==> src/rtl/svcreq_pkg.sv <==
package svcreq_pkg;
  // Byte lane holding field idx for the given code width.
  function automatic int field_lane(int idx, int code_w);
    return (idx * code_w) / 8;
  endfunction

  // A code counts as a request when it is non-zero.
  function automatic logic is_request(logic [7:0] code);
    return |code;
  endfunction
endpackage

==> src/rtl/svcreq_lane_decode.sv <==
module svcreq_lane_decode #(
  parameter int NUM_CH = 8,
  parameter int CODE_W = 2,
  localparam int REG_W  = NUM_CH * CODE_W,
  localparam int BYTE_N = (REG_W + 7) / 8
) (
  input  logic              wr_en,
  input  logic [REG_W-1:0]  wr_data,
  input  logic [BYTE_N-1:0] wr_strb,
  output logic [NUM_CH-1:0] host_take
);
  for (genvar i = 0; i < NUM_CH; i++) begin : g_ch
    localparam int LANE = svcreq_pkg::field_lane(i, CODE_W);
    logic [7:0] code_ext;
    always_comb begin
      code_ext = '0;
      code_ext[CODE_W-1:0] = wr_data[i*CODE_W +: CODE_W];
    end
    assign host_take[i] = wr_en & wr_strb[LANE] & svcreq_pkg::is_request(code_ext);
  end
endmodule

==> src/rtl/svcreq_field.sv <==
module svcreq_field #(
  parameter int CODE_W = 2
) (
  input  logic              clk,
  input  logic              rst_n,
  input  logic              host_take,
  input  logic [CODE_W-1:0] host_code,
  input  logic              done,
  output logic [CODE_W-1:0] code_q,
  output logic              pend
);
  always_ff @(posedge clk or negedge rst_n) begin
    if (!rst_n)         code_q <= '0;
    else if (host_take) code_q <= host_code;
    else if (done)      code_q <= '0;
  end
  assign pend = |code_q;
endmodule

==> src/rtl/svcreq_guard_reg.sv <==
module svcreq_guard_reg #(
  parameter int NUM_CH = 8,
  parameter int CODE_W = 2,
  localparam int REG_W  = NUM_CH * CODE_W,
  localparam int BYTE_N = (REG_W + 7) / 8
) (
  input  logic              clk,
  input  logic              rst_n,
  input  logic              wr_en,
  input  logic [REG_W-1:0]  wr_data,
  input  logic [BYTE_N-1:0] wr_strb,
  output logic [REG_W-1:0]  rd_data,
  input  logic [NUM_CH-1:0] done,
  output logic [NUM_CH-1:0] pending
);
  // Named internal events, also used by the checker.
  logic [NUM_CH-1:0] host_take;
  logic [NUM_CH-1:0] clr_take;

  svcreq_lane_decode #(.NUM_CH(NUM_CH), .CODE_W(CODE_W)) u_dec (
    .wr_en(wr_en), .wr_data(wr_data), .wr_strb(wr_strb), .host_take(host_take)
  );

  assign clr_take = done & ~host_take;

  for (genvar i = 0; i < NUM_CH; i++) begin : g_fld
    svcreq_field #(.CODE_W(CODE_W)) u_fld (
      .clk(clk), .rst_n(rst_n),
      .host_take(host_take[i]),
      .host_code(wr_data[i*CODE_W +: CODE_W]),
      .done(done[i]),
      .code_q(rd_data[i*CODE_W +: CODE_W]),
      .pend(pending[i])
    );
  end
endmodule

==> config.mk <==
export PLATFORM = sky130hd
export DESIGN_NAME = svcreq_guard_reg
export DESIGN_NICKNAME = d
export VERILOG_FILES = /design/src/rtl/svcreq_pkg.sv /design/src/rtl/svcreq_lane_decode.sv /design/src/rtl/svcreq_field.sv /design/src/rtl/svcreq_guard_reg.sv
export SDC_FILE = /design/constraint.sdc
export NUM_CORES = 1
export LEC_CHECK = 0
export ABC_AREA = 1
export BUFFER_PORTS_ARGS = -buffer_cell sky130_fd_sc_hd__buf_2
export CORE_MARGIN = 2
export CORE_UTILIZATION = 44
export CTS_BUF_LIST = sky130_fd_sc_hd__clkbuf_4
export DETAILED_ROUTE_END_ITERATION = 8
export GPL_ROUTABILITY_DRIVEN = 1
export PLACE_DENSITY = 0.85
export SETUP_SLACK_MARGIN = 0.15
export SLEW_MARGIN = 20
export SYNTH_ARGS = -nofsm -noshare
export SYNTH_HDL_FRONTEND = slang
export SYNTH_HIERARCHICAL = 1
export SYNTH_SLANG_ARGS = --single-unit
==> constraint.sdc <==
create_clock -name clk -period 1.5 [get_ports clk]
set_input_delay 0.45 -clock clk [delete_from_list [all_inputs] [get_ports clk]]
set_output_delay 0.45 -clock clk [all_outputs]
set_load 0.05 [all_outputs]
==> flow_summary.ini, run 1 <==
[clocking]
cts_buffers = 3
cts-root-buf = clkbuf_4
cts_max_level = 1
clock-sinks = 16
clockBufferDepth = 2

[placed_design]
dp_hpwl_mm = 1.438
portBuffers = 52
place_congestion = 0.6687

[floorplan]
fp.dieH_um = 45.24
initial_core_util = 0.4854
die_x_um = 45.24
ios = 53
rows = 14

[synthesis]
synth_top_cell_area_share = 0.5351
synth_seq_cells = 16
postSynthAreaPerCell_um2 = 7.635
synth.distinct_cells = 5
synth_fa_ha_area_frac = 0
synth_area_leaders = dfrtp_1, nand2_1, nor2_1
synthCells = 98
synth_top_family_by_area = simple AND/OR/NAND/NOR gates
synthXorXnorAreaFrac = 0
synthesis.area_um2 = 748.2
synthMuxAreaShare = 0
yosys.area_share.simple = 0.4649
yosys.area.top_type = dfrtp_1
yosys_warnings = 6
synth-compound-area-share = 0
yosysSeqAreaShare = 0.5351
syn_nets = 127

[global_route]
grt_max_degree = 17
antenna_found_initial = 0

[timing]
endpoint_type = top-level output
worstEndpointGrtRepair = pending[2]

[run_status]
stop_error = [ERROR DPL-0033] detailed placement checks failed during check placement.
outcome = aborted with a tool error
haltStage = 5_1_grt
## stage by stage
step,cells,hold WS (ps),util,cell area (µm²),setup WS [ps]
after floorplan,98,154.4,-,788.3,193.0
after global placement,166,382.5,0.6932,1069,223.9
after detailed placement,166,388.9,0.6932,1069,211.3
after CTS,183,77.20,0.9180,1415,-55.51
## cells in the mapped netlist
library cell  count
nor2_1           16
dfrtp_1          16
nand2_1          50
or2_1             8
nor2_2            8
## logic make-up after synthesis
family        Yosys count
flops                  16
simple gates           82
## what timing repair did
action,CTS
setup buffers,14
pin swaps,1
resized for setup,66
setup endpoints to repair,24
hold buffers,0
==> run 2, diff against run 1 <==
Settings changed: CORE_AREA set to 2 2 63 65, CORE_MARGIN 2 to unset, CORE_UTILIZATION 44 to unset, CTS_BUF_LIST sky130_fd_sc_hd__clkbuf_4 to unset, DIE_AREA set to 0 0 65 67, PLACE_DENSITY 0.85 to unset, PLACE_DENSITY_LB_ADDON set to 0.15, SETUP_SLACK_MARGIN 0.15 to unset.
==> flow_summary.ini, run 2 <==
[run_status]
outcome = finished clean

[synthesis]
syn_nets = 127
synth.distinct_cells = 5
synth_common_cells = nand2_1, dfrtp_1, nor2_1
yosysSeqAreaShare = 0.5351
synth.most_common_cell = nand2_1
synth_seq_cells = 16
synth_area_leaders = dfrtp_1, nand2_1, nor2_1
synth-edff-count = 0
synth_top_cell_area_share = 0.5351
synthesis.area_um2 = 748.2
postSynthAreaPerCell_um2 = 7.635
yosys_warnings = 6
yosys.area.top_type = dfrtp_1
ys.flop_type = dfrtp_1
synthCells = 98
synth_async_sr_flop_share = 1.000

[clocking]
clockBufferDepth = 2
tritoncts = done
cts_buffers = 3
cts.reportedPaths.clkPinSlew_ps = 60
cts-root-buf = clkbuf_8
clock-sinks = 16
clock_latency_ps = 250
cts_max_level = 1
cts_hold_buf = 0

[global_route]
gr-total-overflow = 0
grt_use_total = 0.1046
antenna_found_initial = 0
grt_pass1_wl_mm = 3.470
grt_pass1_vias = 803
grt_max_degree = 17

[floorplan]
rows = 22
initial_core_util = 0.2075
core_mm2 = 0.003606
ios = 53
die_x_um = 65
fp.dieH_um = 67
die_area_mm2 = 0.004355

[timing]
finClkSkew_ps = 0
relSlewSlack = 0.7467
fin_crit_ps = 1493
worstMarginPinSlew_ps = 380.0
worst_slack_ps = 7.418
period_share = 0.9951
rsz0062_at_grt = true
finalSetupTns_ps = 0
slew_viol_final = 0
hold_viol = 0
fmax_mhz = 670.0
setup_viol = 0

[layout]
n_fill_cell = 413
final_cell_mix = nand2_1, buf_2, dfrtp_1, nor2_1, buf_4
nNetsFinal = 193
antennaDiodeCount = 0
largest_reg_flops = 16
drive_gt1_frac = 0.4938
final_common_cell = nand2_1
top_regs = g_fld.u_fld/code_q (16)
final_core_util = 0.3491
area_growth_syn_to_layout_pct = 68.23
top_register = g_fld.u_fld/code_q

[hold_path]
hold_class = in2async

[route]
ant_nets = 0
wl_mm = 2.020
route.vias.total = 817
drcViolationCount = 0
post_drt_wl_per_cell_um = 9.619
via_per_inst = 3.890
drt_iter0_drc = 17
drt_pass1_iterations = 4

[critical_path]
cp.required_ps = 1050
critPathMaxFanout = 3
arrival_ps = 1040
critical_path_class = reg2out
startpoint_type = flip-flop
endpoint_kind = output port

[placed_design]
place_congestion = 0.6778
dp_hpwl_mm = 1.574
post-place-ws_ps = 214.7
portBuffers = 52

[power]
max-vdd-ir-drop_mv = 0.3326
p_leak_nw = 0.7506
power_density_mw_per_mm2 = 1004

[flow_run]
drv_cap = 0
==> run 2: metrics by stage <==
stage | std cells | area [µm²] | total power [mW] | hold slack (ps)
floorplan | 98 | 768.2 | 0.7667 | 154.4
global placement | 198 | 1089 | 0.8810 | 394.5
detailed placement | 198 | 1089 | 0.8830 | 398.9
CTS | 207 | 1229 | 1.269 | 124.2
global route | 210 | 1259 | 1.336 | 139.7
finish | 210 | 1259 | 1.264 | 112.6
==> run 2: metal layers <==
| layer | track usage | vias to the layer above | share of wire |
|---|---|---|---|
| met4 | 0.03989 | 0 | 0.0079 |
| met3 | 0.03885 | 2 | 0.13 |
| met1 | 0.1150 | 344 | 0.41 |
| li1 | - | 431 | - |
| met2 | 0.1830 | 40 | 0.46 |
| met5 | 0 | - | 0 |
==> run 2: path summary, 6_finish.rpt <==
check	from	slack (ps)	end	depth (start not counted)
min in group clk	wr_data[14]	420	g_fld[7].u_fld/code_q[0]	3
min	rst_n	110	g_fld[2].u_fld/code_q[0]	1
max in group asynchronous	rst_n	1110	g_fld[6].u_fld/code_q[0]	1
min reg2reg	g_fld[3].u_fld/code_q[0]	500	g_fld[3].u_fld/code_q[0]	2
max reg2reg	g_fld[5].u_fld/code_q[0]	750	g_fld[5].u_fld/code_q[0]	3
max	g_fld[5].u_fld/code_q[0]	7	pending[5]	2
==> run 2: power by group <==
| part | leakage (nW) | switching [mW] | total (mW) | internal (mW) |
|---|---|---|---|---|
| Combinational | 0.515 | 0.292 | 0.461 | 0.169 |
| Clock | 0.0216 | 0.146 | 0.324 | 0.178 |
| Sequential | 0.214 | 0.0188 | 0.479 | 0.460 |
==> run 2: layout make-up <==
cell class | instances | area (µm²) | share of cell area
repair buffers | 61 | 389.1 | 0.3091
well taps | 48 | 60.06 | 0.04771
clock buffers | 3 | 41.29 | 0.03280
flip-flops and latches | 16 | 400.4 | 0.3181
multi-input cells | 82 | 367.9 | 0.2922
==> run 2: critical path, cell delays in order, from the launching register on <==
cell and delay (ps):
dfrtp_1 410, or2_4 240, buf_6 150
==> run 2: repair_timing <==
item                       4_1_cts  5_1_grt
setup endpoints to repair        8        8
buffers inserted                 6        3
resized for setup               17        2
pin swaps                        1        1
gates cloned                     0        0
==> run 2: kinds of logic (layout without fill, tap and decap cells) <==
family / count (synthesis) / count (layout) / synth area share
buffers and inverters: 0 / 64 / 0
DFF: 16 / 16 / 0.5351
and+or+nand+nor: 82 / 82 / 0.4649
Power figures use the tool's default switching activity.
